==> src/rtl/aln_pkg.sv <==
package aln_pkg;
  function automatic int imax(input int x, input int y);
    return (x > y) ? x : y;
  endfunction
endpackage

==> src/rtl/aln_sext.sv <==
module aln_sext #(
  parameter int IN_W  = 4,
  parameter int OUT_W = 4
) (
  input  logic [IN_W-1:0]  d_i,
  output logic [OUT_W-1:0] d_o
);
  generate
    if (OUT_W > IN_W) begin : g_ext
      assign d_o = {{(OUT_W-IN_W){d_i[IN_W-1]}}, d_i};
    end else begin : g_same
      assign d_o = d_i;
    end
  endgenerate
endmodule

==> src/rtl/aln_ripple.sv <==
module aln_ripple #(
  parameter int W        = 9,
  parameter int LOW_PASS = 3,
  parameter int KEEP_LO  = 2
) (
  input  logic [W-1:0]          a_i,
  input  logic [W-LOW_PASS-1:0] b_hi_i,
  output logic [W-KEEP_LO-1:0]  sum_o
);
  logic [W-1:0] carry;
  assign carry[0] = 1'b0;

  for (genvar i = 0; i < W; i++) begin : g_cell
    logic b_bit;
    // below the offset B contributes nothing; cell reduces to wiring
    if (i < LOW_PASS) begin : g_nob
      assign b_bit = 1'b0;
    end else begin : g_b
      assign b_bit = b_hi_i[i-LOW_PASS];
    end
    if (i < W-1) begin : g_cy
      assign carry[i+1] = (a_i[i] & b_bit) | ((a_i[i] ^ b_bit) & carry[i]);
    end
    // carry-only below the kept field
    if (i >= KEEP_LO) begin : g_sum
      assign sum_o[i-KEEP_LO] = a_i[i] ^ b_bit ^ carry[i];
    end
  end
endmodule

==> src/rtl/aln_mwl_adder.sv <==
module aln_mwl_adder #(
  parameter int A_W      = 8,
  parameter int B_W      = 6,
  parameter int B_SHL    = 3,
  parameter int OUT_W    = 7,
  parameter int DROP_MSB = 1
) (
  input  logic [A_W-1:0]   a_i,
  input  logic [B_W-1:0]   b_i,
  output logic [OUT_W-1:0] res_o
);
  import aln_pkg::*;

  localparam int FULL_W = imax(A_W, B_W + B_SHL) + 1;
  localparam int WORK_W = FULL_W - DROP_MSB;
  localparam int TRUNC  = WORK_W - OUT_W;
  localparam int BHI_W  = WORK_W - B_SHL;

  logic [WORK_W-1:0] a_ext;
  logic [BHI_W-1:0]  b_ext;

  aln_sext #(.IN_W(A_W), .OUT_W(WORK_W)) u_a_ext (.d_i(a_i), .d_o(a_ext));
  aln_sext #(.IN_W(B_W), .OUT_W(BHI_W))  u_b_ext (.d_i(b_i), .d_o(b_ext));

  aln_ripple #(
    .W(WORK_W), .LOW_PASS(B_SHL), .KEEP_LO(TRUNC)
  ) u_ripple (
    .a_i(a_ext), .b_hi_i(b_ext), .sum_o(res_o)
  );

  // full-precision reference for the assertions
  localparam logic [FULL_W-1:0] KEEP_MASK = {FULL_W{1'b1}} << TRUNC;
  logic signed [FULL_W-1:0] a_full, b_full, ref_full, res_full;
  always_comb begin
    a_full   = FULL_W'($signed(a_i));
    b_full   = FULL_W'($signed(b_i)) <<< B_SHL;
    ref_full = a_full + b_full;
    res_full = FULL_W'($signed(res_o)) <<< TRUNC;
  end

  always_comb begin
    a_r4_msb_redundant: assert ($countones(ref_full[FULL_W-1 -: DROP_MSB+1]) == 0 ||
                                $countones(ref_full[FULL_W-1 -: DROP_MSB+1]) == DROP_MSB+1);
  end

  always_comb begin
    a_r5_kept_field: assert (res_full == (ref_full & KEEP_MASK));
  end

  generate
    if (TRUNC > 0) begin : g_floor
      always_comb begin
        a_r6_floor: assert (res_full <= ref_full);
      end
    end
    if (TRUNC < B_SHL && B_SHL <= A_W) begin : g_low
      always_comb begin
        a_r2_low_from_a: assert (res_o[B_SHL-TRUNC-1:0] == a_i[B_SHL-1:TRUNC]);
      end
    end
    if (B_SHL == 0 && DROP_MSB == 0 && TRUNC == 0) begin : g_plain
      always_comb begin
        a_r7_plain_sum: assert ($signed(res_o) == ($signed(a_full) + $signed(b_full)));
      end
    end
  endgenerate
endmodule

==> config.mk <==
export PLATFORM = sky130hd
export DESIGN_NAME = aln_mwl_adder
export DESIGN_NICKNAME = d
export VERILOG_FILES = /design/src/rtl/aln_pkg.sv /design/src/rtl/aln_sext.sv /design/src/rtl/aln_ripple.sv /design/src/rtl/aln_mwl_adder.sv
export SDC_FILE = /design/constraint.sdc
export NUM_CORES = 1
export LEC_CHECK = 0
export ABC_AREA = 1
export BUFFER_PORTS_ARGS = -buffer_cell sky130_fd_sc_hd__buf_2
export CAP_MARGIN = 20
export CORE_AREA = 2 2 39 41
export DETAILED_ROUTE_END_ITERATION = 8
export DIE_AREA = 0 0 41 43
export GPL_TIMING_DRIVEN = 0
export SYNTH_ARGS = -nofsm -noshare
export SYNTH_HDL_FRONTEND = slang
export SYNTH_HIERARCHICAL = 1
export SYNTH_SLANG_ARGS = --single-unit
==> constraint.sdc <==
create_clock -name vclk -period 3.3
set_input_delay 0.495 -clock vclk [all_inputs]
set_output_delay 0.495 -clock vclk [all_outputs]
set_load 0.05 [all_outputs]
Word level (Yosys, flattened, before mapping) --
Index checks and enable logic that the tools add are counted.
Storage, ports and cells: register bits 0, bits of input ports 14, output and inout bits 7, logic and storage cells 24
Cells by class: bitwise logic cells 24
Operator list (number):
- $xor 1x1->1 | 11
- $and 1x1->1 | 9
- $or 1x1->1 | 4

Depth between registers and ports, before layout --
depth in word-level cells 10, gate-level depth with buffers 9, depth with buffers taken out 8

Cells and area by module --
The synthesis kept the hierarchy.
Modules (own cells, without submodules):
- aln_ripple | instances 1, cells each 15, area each 137.6 sq um, sequential area each 0.0 sq um
- aln_sext at u_a_ext | instances 1, cells each 9, area each 67.6 sq um, sequential area each 0.0 sq um
- aln_sext at u_b_ext | instances 1, cells each 6, area each 45.0 sq um, sequential area each 0.0 sq um

Least setup slack after synthesis --
Ideal clock, no wire load.
kind input -> output, start in a_i[3], end out res_o[6], arrival 2771 ps, required time 2805 ps, slack 34 ps, stages 9, path buffers 1, cells stage by stage buf_4 -> ha_1 -> fa_1 -> fa_1 -> fa_1 -> fa_1 -> inv_1 -> nand3_1 -> nand2_1
On the way: word-level cells in the longest chain between the ends 10
Ends and longest elaborated chain:
- from (decl) | RTL line aln_mwl_adder.sv:8 | input logic [A_W-1:0] a_i,
- $and 1x1->1 (2 in series) | RTL line aln_ripple.sv:22 | assign carry[i+1] = (a_i[i] & b_bit) | ((a_i[i] ^ b_bit) & carry[i]);
- $or 1x1->1 | RTL line aln_ripple.sv:22
- $and 1x1->1 | RTL line aln_ripple.sv:22
- $or 1x1->1 | RTL line aln_ripple.sv:22
- $and 1x1->1 | RTL line aln_ripple.sv:22
- $or 1x1->1 | RTL line aln_ripple.sv:22
- $and 1x1->1 | RTL line aln_ripple.sv:22
- $or 1x1->1 | RTL line aln_ripple.sv:22
- $xor 1x1->1 | RTL line aln_ripple.sv:26 | assign sum_o[i-KEEP_LO] = a_i[i] ^ b_bit ^ carry[i];
- to (decl) | RTL line aln_mwl_adder.sv:10 | output logic [OUT_W-1:0] res_o
No other way between the ends.

Worst setup path in the final report --
Ends and elaborated chain as after synthesis.

==> results by group <==
STA
  – Worst-Margin Slew: 0.260 ns
  – Unrepaired setup endpoints after global routing: no
  – Worst slew margin: 82.8%
  – Tmin final: 3.18 ns
  – Fin. max-slew vios: 0
  – Setup violations, final: 0
  – Final hold violations: 0
  – Setup tns final: 0 ns
  – Final period util: 96.4%
  – F_max: 314 MHz

Synth
  – Post-Synthesis Cells: 28
  – Syn Nets: 47
  – Yosys warnings: 6
  – Cell Area, Synth: 235 sq um
  – Avg Cell Area, Syn: 8.40 sq um

Power
  – Cell-internal power: 27.7 uW
  – Lkg Pwr: about 0.17 nW
  – Clk pwr share: 0%
  – Register share of total power: 0%
  – Sw power: 61.0 uW
  – Sw frac: 68.8%
  – Maximum VDD drop: 0.105 mV
  – PwrDens: just under 300 mW/mm^2
  – Comb pwr share: 100.0%

Finish
  – Area occupied by multi-input gates: between 100 and 150 sq um
  – Register area: 0 sq um
  – Final Util: a little over a fifth
  – Final #Nets: 56
  – Share of cells above drive strength 1: 65.7%
  – Synth-to-layout area growth: 27.1%
  – Seq Cell Count: 0
  – # fillers: 149
  – Ant diodes: 0
  – Clock buffer cells: 0

Route
  – DR WL/cell: 7.20 microns
  – Pre-antenna DRT Iters: 2
  – Via density: ~3.3
  – DR DRC count: 0
  – ANT nets after route: 0
  – WL final: approximately 370 microns
  – DRT iter0 DRCs: 2
  – Via count: 170

Setup path
  – Top cell by count, worst path: fa_1
  – CP endpoint: res_o[6]
  – CP endpoint kind: output pin
  – Critical Path Fanout Max: 2
  – CP max-delay cell: fa_1
  – Worst EP required: 2.80 ns
  – Slowest stage delay, CP: just under 0.4 ns
  – Worst setup SP type: primary input
  – CP Class: primary input to output pin
  – Crit. Startpoint: a_i[3]
  – Worst path cell trace: buf_4 -> ha_1 -> fa_1 -> fa_2 -> fa_1 -> fa_1 -> inv_1 -> nand3_1 -> nand2_1 -> buf_6
  – WP data arrival: 2.69 ns

Place
  – Routability congestion estimate: 0.455
  – PortBufs: 7
  – Placed wire-length estimate: 356 microns

Die
  – I/O pin total: 21
  – Initial Utilization: 17.0%
  – Die height: ~43 microns
  – Die area: 0.00176 sq mm
  – Core area: 0.00138 sq mm
  – Die W: just over 40 microns
  – Site row count: 14

Global route
  – Largest net degree at the start of global routing: 3
  – Total global-route track usage: 3.81%
  – Grt total ovfl: 0
  – Vias in the first global route: 144
  – Initial antenna violation count: 0
  – First-pass GRT wire length: about 510 microns

Flow run
  – Max-cap violations: 0

Status
  – Status: complete, no violations

Min path
  – Worst min-delay path class: primary input to output pin
-- layout by cell type, fill, tap and decap left out --
cell     count
buf_6        1
buf_4       14
buf_2        6
nand2_1      4
nand3_1      1
fa_1         3
fa_2         1
nand2_2      1
ha_1         1
inv_1        3
-- worst max-delay path: cells and delay by family --
family	cells	cell delay, ns
adders and majority gates	5	1.71
buffers and inverters	3	0.32
and+or+nand+nor	2	0.15
-- per-layer routing --
layer,wire length [microns],part of all wire (%),track usage [%],vias to the layer above
met3,96,26,0,0
met4,0,0,0,0
met1,110,30,4.47,70
met2,160,44,7.50,17
li1,-,-,-,83
met5,0,0,0,-
-- through the flow --
stage               std cells  hold WS (ns)  cell area [sq um]  setup WS, ns  total power, mW
finish                     51          1.39                299         0.120           0.0886
global route               51          1.40                299       0.00160           0.0966
CTS                        51          1.39                293        0.0301           0.0885
detailed placement         51          1.39                290       -0.0248           0.0872
global placement           51          1.39                290        0.0206           0.0854
floorplan                  28          1.24                235        0.0339           0.0801
-- power by group through the flow --
stage	clock network (mW)	logic, mW	registers (mW)
final	0	0.0886	0
after global routing	0	0.0966	0
after CTS	0	0.0885	0
after detailed placement	0	0.0872	0
after global placement	0	0.0854	0
after floorplan	0	0.0801	0
-- worst min path at each step --
| stage | from | to | slack, ns | cells past startpoint |
|---|---|---|---|---|
| final | a_i[2] | res_o[0] | 1.39 | 3 |
| after CTS | a_i[2] | res_o[0] | 1.39 | 3 |
| after floorplan | a_i[2] | res_o[0] | 1.24 | 2 |
| after detailed placement | a_i[2] | res_o[0] | 1.39 | 3 |
| after global placement | a_i[2] | res_o[0] | 1.39 | 3 |
| after global routing | a_i[2] | res_o[0] | 1.40 | 3 |
-- layout make-up --
| type | count | area share [%] |
|---|---|---|
| plain buffers | 14 | 35.1 |
| inverters | 3 | 3.77 |
| multi-input cells | 11 | 40.6 |
| well taps | 16 | 6.69 |
| repair buffers | 7 | 13.8 |
-- what timing repair did --
item	4_1_cts	5_1_grt
endpoints found under the setup margin	1	1
gates resized for setup	1	2
hold buffers	0	0
setup buffers	0	0
No activity file was read; power rests on OpenSTA's default activity.
